==> config.mk <==
export PLATFORM = sky130hd
export DESIGN_NAME = pll_bringup_seq
export DESIGN_NICKNAME = d
export VERILOG_FILES = /design/src/rtl/pll_seq_pkg.sv /design/src/rtl/pll_loop_table.sv /design/src/rtl/pll_lock_timer.sv /design/src/rtl/pll_bringup_seq.sv
export SDC_FILE = /design/constraint.sdc
export NUM_CORES = 1
export LEC_CHECK = 0
export BUFFER_PORTS_ARGS = -buffer_cell sky130_fd_sc_hd__clkbuf_2
export CAP_MARGIN = 20
export CORE_MARGIN = 1
export CORE_UTILIZATION = 35
export CTS_CLUSTER_DIAMETER = 40
export DETAILED_ROUTE_END_ITERATION = 12
export PLACE_DENSITY = 0.62
export SLEW_MARGIN = 20
export SYNTH_ARGS = -nofsm -noshare
export SYNTH_HDL_FRONTEND = slang
export SYNTH_SLANG_ARGS = --single-unit
==> constraint.sdc <==
create_clock -name clk -period 5.7 [get_ports clk]
set_input_delay 0.855 -clock clk [delete_from_list [all_inputs] [get_ports clk]]
set_output_delay 0.855 -clock clk [all_outputs]
set_load 0.01 [all_outputs]
==> src/rtl/pll_seq_pkg.sv <==
// Shared field positions, limits and types of the PLL bring-up sequencer.
// Assumes a 32-bit control word and a 32-bit configuration word.
package pll_seq_pkg;
    localparam int FB_W = 7;
    localparam int OD_W = 3;
    localparam int LC_W = 10;

    // control word bit positions
    localparam int CB_RST   = 0;
    localparam int CB_BYP   = 3;
    localparam int CB_FB_LO = 8;
    localparam int CB_OD_LO = 16;

    // configuration word bit positions
    localparam int GB_RES_LO = 0;
    localparam int GB_CP_LO  = 5;
    localparam int GB_CAP_LO = 10;
    localparam int GB_LC_LO  = 13;
    localparam int GB_WIN_LO = 25;

    localparam logic [FB_W-1:0] FB_MIN      = 7'd25;
    localparam logic [FB_W-1:0] FB_MAX      = 7'd125;
    localparam logic [OD_W-1:0] OD_REQUIRED = 3'd1;
    localparam logic [2:0]      CAP_CODE    = 3'd3;
    localparam logic [6:0]      WIN_CODE    = 7'd63;

    typedef enum logic [1:0] {
        SQ_IDLE    = 2'd0,
        SQ_RELEASE = 2'd1,
        SQ_WAIT    = 2'd2
    } seq_state_t;

    typedef struct packed {
        logic [3:0]      res;
        logic [3:0]      cp;
        logic [LC_W-1:0] lc;
    } loop_set_t;

    // true when a divider request lies in the legal window
    function automatic logic fb_legal(input logic [FB_W-1:0] d);
        return (d >= FB_MIN) && (d <= FB_MAX);
    endfunction
endpackage

==> src/rtl/pll_loop_table.sv <==
// Maps a stored feedback divider to the packed loop configuration word.
// Assumes the divider is already within the legal window; purely combinational.
module pll_loop_table
    import pll_seq_pkg::*;
(
    input  logic [FB_W-1:0] fbdiv,
    output logic [31:0]     cfg_word
);
    loop_set_t ls;

    // resistor / charge-pump band selection
    always_comb begin
        if      (fbdiv <= 7'd26)  begin ls.res = 4'd10; ls.cp = 4'd3; end
        else if (fbdiv <= 7'd30)  begin ls.res = 4'd6;  ls.cp = 4'd4; end
        else if (fbdiv <= 7'd32)  begin ls.res = 4'd1;  ls.cp = 4'd6; end
        else if (fbdiv == 7'd33)  begin ls.res = 4'd10; ls.cp = 4'd4; end
        else if (fbdiv <= 7'd38)  begin ls.res = 4'd6;  ls.cp = 4'd5; end
        else if (fbdiv <= 7'd50)  begin ls.res = 4'd12; ls.cp = 4'd3; end
        else if (fbdiv <= 7'd82)  begin ls.res = 4'd2;  ls.cp = 4'd3; end
        else if (fbdiv <= 7'd102) begin ls.res = 4'd2;  ls.cp = 4'd4; end
        else if (fbdiv <= 7'd106) begin ls.res = 4'd2;  ls.cp = 4'd5; end
        else                      begin ls.res = 4'd4;  ls.cp = 4'd3; end
    end

    // lock-count schedule, falling with the divider
    always_comb begin
        if      (fbdiv <= 7'd37) ls.lc = 10'd1000;
        else if (fbdiv <= 7'd42) ls.lc = 10'(11'd1000 - 11'd25 * 11'(fbdiv - 7'd37));
        else if (fbdiv <= 7'd44) ls.lc = 10'd850;
        else if (fbdiv == 7'd45) ls.lc = 10'd825;
        else if (fbdiv == 7'd46) ls.lc = 10'd800;
        else if (fbdiv <= 7'd48) ls.lc = 10'd775;
        else if (fbdiv <= 7'd50) ls.lc = 10'd750;
        else if (fbdiv == 7'd51) ls.lc = 10'd725;
        else if (fbdiv <= 7'd53) ls.lc = 10'd700;
        else if (fbdiv <= 7'd55) ls.lc = 10'd675;
        else if (fbdiv <= 7'd57) ls.lc = 10'd650;
        else if (fbdiv <= 7'd60) ls.lc = 10'd625;
        else                     ls.lc = 10'd600;
    end

    // pack fields into their positions
    always_comb begin
        cfg_word = '0;
        cfg_word[GB_RES_LO +: 4]    = ls.res;
        cfg_word[GB_CP_LO  +: 4]    = ls.cp;
        cfg_word[GB_CAP_LO +: 3]    = CAP_CODE;
        cfg_word[GB_LC_LO  +: LC_W] = ls.lc;
        cfg_word[GB_WIN_LO +: 7]    = WIN_CODE;
    end
endmodule

==> src/rtl/pll_lock_timer.sv <==
// Counts wait cycles and flags the last one of a LIMIT-cycle window.
// Assumes clr holds the count at zero whenever no wait is in progress.
module pll_lock_timer #(
    parameter int LIMIT = 100000
) (
    input  logic clk,
    input  logic rst_n,
    input  logic clr,
    input  logic run,
    output logic expired
);
    localparam int CW = (LIMIT > 1) ? $clog2(LIMIT) : 1;
    localparam logic [CW-1:0] LAST = CW'(LIMIT - 1);

    logic [CW-1:0] cnt;

    // wait-cycle counter
    always_ff @(posedge clk) begin
        if (!rst_n || clr) cnt <= '0;
        else if (run && cnt != LAST) cnt <= cnt + 1'b1;
    end

    assign expired = run && (cnt == LAST);

    assert_timer_cleared_R11: assert property (@(posedge clk) disable iff (!rst_n)
        clr |=> (cnt == '0));
endmodule

==> src/rtl/pll_bringup_seq.sv <==
// PLL bring-up sequencer: validates divider writes, holds the control word,
// runs bypass -> release -> bounded lock wait -> leave bypass, and disable.
// Assumes pll_locked is synchronous to clk and reset is synchronous active-low.
module pll_bringup_seq
    import pll_seq_pkg::*;
#(
    parameter int LOCK_TIMEOUT = 100000,
    parameter int DEF_FBDIV    = 50
) (
    input  logic            clk,
    input  logic            rst_n,
    input  logic            wr_en,
    input  logic [FB_W-1:0] wr_fbdiv,
    input  logic [OD_W-1:0] wr_postdiv,
    input  logic            en_cmd,
    input  logic            dis_cmd,
    input  logic            pll_locked,
    output logic [31:0]     pll_ctrl,
    output logic [31:0]     pll_cfg,
    output logic            busy,
    output logic            done,
    output logic            lock_timeout,
    output logic            div_err,
    output logic            post_err,
    output logic            clash
);
    localparam logic [FB_W-1:0] FB_RESET = FB_W'(DEF_FBDIV);

    seq_state_t      state;
    logic [2:0]      rst_grp;
    logic            byp;
    logic [FB_W-1:0] fbdiv_q;
    logic [OD_W-1:0] od_q;
    logic            expired;

    assign busy = (state != SQ_IDLE);

    // lock-wait window counter
    pll_lock_timer #(.LIMIT(LOCK_TIMEOUT)) u_timer (
        .clk     (clk),
        .rst_n   (rst_n),
        .clr     (state != SQ_WAIT),
        .run     ((state == SQ_WAIT) && !pll_locked),
        .expired (expired)
    );

    // configuration lookup from the stored divider
    pll_loop_table u_table (
        .fbdiv    (fbdiv_q),
        .cfg_word (pll_cfg)
    );

    // handshake state machine; disable takes priority
    always_ff @(posedge clk) begin
        if (!rst_n) begin
            state        <= SQ_IDLE;
            rst_grp      <= 3'b111;
            byp          <= 1'b0;
            done         <= 1'b0;
            lock_timeout <= 1'b0;
        end else if (dis_cmd) begin
            state   <= SQ_IDLE;
            rst_grp <= 3'b111;
            done    <= 1'b0;
        end else begin
            case (state)
                SQ_IDLE: if (en_cmd) begin
                    byp          <= 1'b1;
                    done         <= 1'b0;
                    lock_timeout <= 1'b0;
                    state        <= SQ_RELEASE;
                end
                SQ_RELEASE: begin
                    rst_grp <= 3'b000;
                    state   <= SQ_WAIT;
                end
                SQ_WAIT: if (pll_locked) begin
                    byp   <= 1'b0;
                    done  <= 1'b1;
                    state <= SQ_IDLE;
                end else if (expired) begin
                    lock_timeout <= 1'b1;
                    state        <= SQ_IDLE;
                end
                default: state <= SQ_IDLE;
            endcase
        end
    end

    // divider write path with refusal flags
    always_ff @(posedge clk) begin
        if (!rst_n) begin
            fbdiv_q  <= FB_RESET;
            od_q     <= OD_REQUIRED;
            div_err  <= 1'b0;
            post_err <= 1'b0;
            clash    <= 1'b0;
        end else if (wr_en) begin
            if (busy)                         clash    <= 1'b1;
            else if (!fb_legal(wr_fbdiv))     div_err  <= 1'b1;
            else if (wr_postdiv != OD_REQUIRED) post_err <= 1'b1;
            else begin
                fbdiv_q  <= wr_fbdiv;
                od_q     <= wr_postdiv;
                div_err  <= 1'b0;
                post_err <= 1'b0;
                clash    <= 1'b0;
            end
        end
    end

    // control word assembly
    always_comb begin
        pll_ctrl = '0;
        pll_ctrl[CB_RST +: 3]      = rst_grp;
        pll_ctrl[CB_BYP]           = byp;
        pll_ctrl[CB_FB_LO +: FB_W] = fbdiv_q;
        pll_ctrl[CB_OD_LO +: OD_W] = od_q;
    end

    assert_release_under_bypass_R9: assert property (@(posedge clk) disable iff (!rst_n)
        $fell(pll_ctrl[CB_RST]) |-> pll_ctrl[CB_BYP]);
    assert_reset_group_R9: assert property (@(posedge clk) disable iff (!rst_n)
        (pll_ctrl[2:0] == 3'b000) || (pll_ctrl[2:0] == 3'b111));
    assert_bypass_exit_on_lock_R10: assert property (@(posedge clk) disable iff (!rst_n)
        $fell(pll_ctrl[CB_BYP]) |-> $past(pll_locked));
    assert_timeout_keeps_bypass_R11: assert property (@(posedge clk) disable iff (!rst_n)
        $rose(lock_timeout) |-> (pll_ctrl[CB_BYP] && !done));
    assert_disable_resets_R12: assert property (@(posedge clk) disable iff (!rst_n)
        dis_cmd |=> ((pll_ctrl[2:0] == 3'b111) && !done && !busy));
    assert_busy_write_ignored_R8: assert property (@(posedge clk) disable iff (!rst_n)
        (wr_en && busy) |=> (clash && $stable(pll_cfg) && $stable(pll_ctrl[14:8])));
    assert_bad_div_refused_R6: assert property (@(posedge clk) disable iff (!rst_n)
        (wr_en && !busy && !fb_legal(wr_fbdiv)) |=> (div_err && $stable(pll_ctrl[14:8])));
    assert_bad_post_refused_R7: assert property (@(posedge clk) disable iff (!rst_n)
        (wr_en && !busy && fb_legal(wr_fbdiv) && wr_postdiv != OD_REQUIRED)
        |=> (post_err && $stable(pll_ctrl[18:16]) && $stable(pll_ctrl[14:8])));
endmodule

# ---- Word level (Yosys, flattened, before mapping)
# Cells that the tools add are included.
dict set report classes {
  add_sub_neg 3
  n_mul 1
  div 0
  n_lt_le_gt_ge 18
  eq_ne 17
  shift 0
  muxes 39
  bitwise_logic 4
  reduce_logical 20
}
# operator n
set ops {}
lappend ops {{two-way mux 10 bit} 11}
lappend ops {{less-or-equal comparator 7 x 6 -> 1 bit, second input constant} 11}
lappend ops {{two-way mux 8 bit} 8}
lappend ops {{equality test 7 x 6 -> 1 bit, second input constant} 4}
lappend ops {{less-or-equal comparator 7 bit, second input constant} 4}
lappend ops {{adder 17 x 1 -> 17 bit, second input constant} 1}
lappend ops {{equality test 17 bit, second input constant} 1}
lappend ops {{!= test 17 bit, second input constant} 1}
lappend ops {{less-or-equal comparator 7 x 5 -> 1 bit, second input constant} 2}
lappend ops {{!= test 2 bit, second input constant} 7}
lappend ops {{AND reduction 3 bit} 4}
lappend ops {{multiplier 5 x 11 -> 10 bit, first input constant} 1}
lappend ops {{two-way mux 1 bit} 11}
lappend ops {{subtractor 10 bit, first input constant} 1}
lappend ops {{AND reduction 4 bit} 2}
lappend ops {{subtractor 7 x 6 -> 8 bit, second input constant} 1}
lappend ops {{greater-or-equal comparator 7 x 5 -> 1 bit, second input constant} 1}
lappend ops {{two-way mux 7 bit} 1}
lappend ops {{two-way mux 2 bit} 3}
lappend ops {{two-way mux 6 bit} 1}
lappend ops {{case mux 1 bit (2 select lines)} 3}
lappend ops {{case mux 2 bit (3 select lines)} 1}
lappend ops {{nonzero test 2 bit} 3}
lappend ops {{AND reduction 5 bit} 1}
lappend ops {{11 further kinds} 18}
dict set report totals {
  regBits 38
  latch_bits 0
  ramBits 0
  romBits 0
  in_bits 16
  output_inout_bits 70
  word_cells 113
  memories 0
}

# ---- Depth between registers and ports, before layout
dict set report logic_depth {
  depth_word 13
  depth_mapped 18
}

# ---- Hierarchy
# From an unflattened synthesis, not the netlist that was laid out.
dict set report hier_totals {
  cells_unflattened 427
  hier_area_um2 3355.7
}
# module instances cells_each area_each_um2 seq_area_each_um2
set modules_own_cells {}
lappend modules_own_cells {pll_loop_table 1 218 1549.0 0.0}
lappend modules_own_cells {pll_bringup_seq 1 108 965.9 380.4}
lappend modules_own_cells {pll_lock_timer 1 101 840.8 340.3}

# ---- Worst setup path after synthesis
# No wires, ideal clock.
dict set report synth_timing {
  path_kind {register -> output}
  startpoint {reg fbdiv_q[1]}
  endpoint {out pll_cfg[20]}
  t_arrival_ps 3610
  slack_ps 1235
  stages_incl_launch_ff 17
  path_cell_list {dfxtp_1 > inv_1 > ha_1 > xnor2_1 > ha_1 > inv_1 > ha_1 > xnor2_1 > ha_1 > xor2_1 > ha_1 > and2_1 > a221oi_1 > o21bai_1 > xor2_1 > a221oi_1 > nor2_1}
}
dict set report synth_between {
  elab_chain_len 12
}
# item line
set synth_lines {}
lappend synth_lines {{start, declared} pll_bringup_seq.sv:32} ;# logic [FB_W-1:0] fbdiv_q;
lappend synth_lines {{start signal, assigned} pll_bringup_seq.sv:103} ;# fbdiv_q <= wr_fbdiv;
lappend synth_lines {{branches (longest 11 deep; another with multiplier 5 x 11 -> 10 bit)} -}
lappend synth_lines {{two-way mux 10 bit *} pll_loop_table.sv:27} ;# if (fbdiv <= 7'd37) ls.lc = 10'd1000;
lappend synth_lines {{end, declared} pll_bringup_seq.sv:19} ;# output logic [31:0] pll_cfg,
# Every way passes the cells marked *.

# ---- Worst setup path in the final report
dict set report layout_timing {
  startpoint {reg fbdiv_q[0]}
  endpoint {out pll_cfg[20]}
}
# Same word-level chain as after synthesis.

==> impl_metrics.py <==
metrics = {
    "grt": {
        "antenna_found_initial": 0,
        "grt_pass1_vias": 2731,
        "grt-ovfl-total": 0,
        "grt_pass1_wl_microns": 12700,
        "grt_max_degree": 33,
        "grt_usage_pct": 15.3,
    },
    "pwr": {
        "clkPwrFrac_pct": 31.9,
        "power.total_mw": 0.692,
        "p_int_mw": 0.477,
        "p_switching_mw": 0.214,
        "p_leak_nw": 1.64,
        "p_comb_share_pct": 30.4,
        "p_seq_share_pct": 37.7,
        "powerDensity_nw_per_um2": 184,
        "switching_share_pct": 31.0,
        "vdd.ir_drop.worst_v": 0.000119,
    },
    "finish": {
        "final_cells": 609,
        "nets": 526,
        "fill_cells": 1006,
        "final_area_sq_um": 3750,
        "regArea_sq_um": 721,
        "num_antenna_cells": 0,
        "drive_gt1_share_pct": 18.1,
        "area_growth_pct": 9.50,
        "finish.utilization_pct": 40.0,
        "final_common_cell": "clkbuf_2",
        "final_cell_mix": "clkbuf_2 (52), nor2_1 (40), nand2_1 (38)",
        "multi_input_area_sq_um": 2360,
    },
    "sta": {
        "fin_crit_ns": 5.23,
        "slew_viol_final": 0,
        "worst_pin_slew_ns": 0.642,
        "rsz0062_at_grt": "no",
        "fin_crit_sh_pct": 91.7,
        "worst_slack_ns": 0.474,
        "final.setup_skew_ns": 0.00991,
        "fin_hold_ws_ns": 0.435,
        "fin_setup_tns_ns": 0,
        "fmax_mhz": 191,
        "hold_violations": 0,
        "setup_viol": 0,
        "relSlewSlack_pct": 57.0,
    },
    "critical_path": {
        "critPathCaptureType": "primary output",
        "start_kind": "flip-flop",
        "path_delay_family": "adder cells",
        "worstReg2RegStart": "u_timer.cnt[0]",
        "critical-path-slowest-cell": "dfxtp_1",
        "path_cells": "inv_2 > ha_1 > xnor2_1 > ha_1 > inv_1 > ha_1 > xnor2_1 > ha_1 > xor2_1 > ha_1 > and2_1 > a221oi_1 > o21bai_1 > xor2_1 > a221oi_1 > nor2_1 > clkbuf_2",
        "slowest_delay_ns": 0.60,
        "critPathBufInv": 3,
        "arrival_ns": 4.37,
        "ff2ff_setup_slack_ns": 3.82,
        "path_class": "reg2out",
        "worst_r2r_path_depth": 6,
        "cp.required_ns": 4.85,
        "path_common_cell": "ha_1",
        "reg2reg_to": "u_timer.cnt[5]",
        "crit_fanout": 12,
    },
    "detailed_routing": {
        "viasPerCell": 4.77,
        "drt_first_pass_iters": 4,
        "drc": 0,
        "vias": 2903,
        "routedWlPerCell_microns": 12.1,
        "wl_microns": 7390,
        "drt_iter0_markers": 96,
        "ant_nets": 0,
    },
    "floorplanning": {
        "initial_utilization_pct": 36.5,
        "core_region_area_sq_um": 9370,
        "io-pin-count": 86,
        "die_x_microns": 101,
        "rows": 35,
        "die_area_sq_um": 10200,
        "die_h_microns": 101,
    },
    "clock_tree": {
        "clk_latency_ns": 0.29,
        "clk_pin_slew_ns": 0.08,
        "ctsHoldBuffers": 0,
        "cts_setup_buffers": 0,
        "clockBufferDepth": 2,
        "h-tree-depth": 2,
        "cts_buffers": 5,
        "cts.sinks": 36,
        "cts_tree": "done",
        "cts_resized": 0,
        "ctsRootBufferMaster": "clkbuf_8",
    },
    "placement": {
        "dpl_worst_slack_ns": 0.791,
        "placed_cell_area_sq_um": 3640,
        "gp_congestion": 0.903,
        "dp_cells": 601,
        "dp_hpwl_microns": 5910,
        "port-buffer-count": 52,
    },
    "min_path": {
        "whs_path_depth": 2,
        "min_to": "od_q[1]",
        "min-delay-start": "od_q[1]",
        "min_path_type": "reg2reg",
    },
    "logic_synthesis": {
        "synthesis.area_sq_um": 3420,
        "synth_top_cell_area_share_pct": 21.0,
        "synth_seq_cells": 36,
        "yosys.cell_types.count": 69,
        "ys_warn_count": 0,
        "synth_area_per_cell_sq_um": 7.87,
        "dominantRegCellSynth": "dfxtp_1",
        "ys_seq_area_share_pct": 21.0,
        "synth_top_area_cell": "dfxtp_1",
        "syn_inst": 435,
        "synth_area_leaders": "dfxtp_1 (21%), ha_1 (9.9%), buf_4 (8.8%)",
        "synth_edf_count": 0,
        "synth_async_sr_flop_share_pct": 0,
    },
    "outcome": {
        "status": "completed",
    },
    "run": {
        "drv_cap": 0,
    },
}
## worst max path at each step
stage | slack (ns) | startpoint | end | cells past startpoint
finish | 0.47 | fbdiv_q[0] | pll_cfg[20] | 17
global route | 0.16 | fbdiv_q[0] | pll_cfg[20] | 17
CTS | 0.47 | fbdiv_q[0] | pll_cfg[20] | 17
detailed placement | 0.79 | fbdiv_q[0] | pll_cfg[20] | 17
global placement | 0.91 | fbdiv_q[0] | pll_cfg[20] | 17
floorplan | 1.24 | fbdiv_q[1] | pll_cfg[20] | 16
## metal layers
layer / up-vias / part of all wire, % / global-route usage [%]
met5: - / 0 / 0
met4: 0 / 0.93 / 3.34
met3: 6 / 5.1 / 2.57
met2: 83 / 45 / 25.4
met1: 1312 / 49 / 20.9
li1: 1502 / - / -
## kinds of logic (layout without fill, tap and decap cells)
| logic type | count (synthesis) | in the layout | synth area share [%] |
|---|---|---|---|
| AND/OR/NAND/NOR | 165 | 165 | 26.5 |
| AO/OA/AOI/OAI | 83 | 83 | 16.7 |
| buffers and inverters | 81 | 95 | 13.4 |
| flip-flops | 36 | 36 | 21.0 |
| adder cells (fa/ha/maj) | 31 | 31 | 12.2 |
| XOR/XNOR | 28 | 28 | 7.38 |
| multiplexers | 9 | 9 | 2.63 |
| other | 2 | 33 | 0.219 |
## cell type report
class | instances | area share, %
multi-input combinational | 349 | 63.0
sequential | 36 | 19.2
timing repair buffer | 54 | 7.34
tap | 129 | 4.30
inverter | 33 | 3.30
clock buffer | 6 | 1.94
clock inverter | 2 | 0.934
## worst reg2reg max path: cells and delay by family, from the launching register on
kind	cells	cell delay [ns]
AND/OR/NAND/NOR	4	1.09
flip-flops	1	0.33
AO/OA/AOI/OAI	1	0.14
adder cells (fa/ha/maj)	1	0.23
## power groups by stage
stage / clock network, mW / registers [mW] / logic [mW]
4_1_cts: 0.227 / 0.260 / 0.212
3_5_place_dp: 0 / 0.266 / 0.211
6_report: 0.221 / 0.260 / 0.210
3_3_place_gp: 0 / 0.266 / 0.207
2_1_floorplan: 0 / 0.265 / 0.178
5_1_grt: 0.236 / 0.261 / 0.241
## synth_stat cells, drive strengths merged, types with 4 or more instances
library cell / number
nand3: 11
nand2b: 10
a21oi: 26
nand4: 5
xnor2: 20
o21ai: 16
nor3: 12
and2: 8
mux2i: 9
ha: 27
xor2: 8
o21a: 5
inv: 33
dfxtp: 36
fa: 4
a21o: 5
or3: 7
nor2b: 14
nor2: 42
nand2: 40
buf: 45
## state kept, by name (all words and copies together), names as in the netlist
name	count
u_timer.cnt	17
fbdiv_q	7
od_q	3
state	2
byp	1
clash	1
div_err	1
done	1
lock_timeout	1
post_err	1
rst_grp	1
No activity file was read; power rests on OpenSTA's default activity.
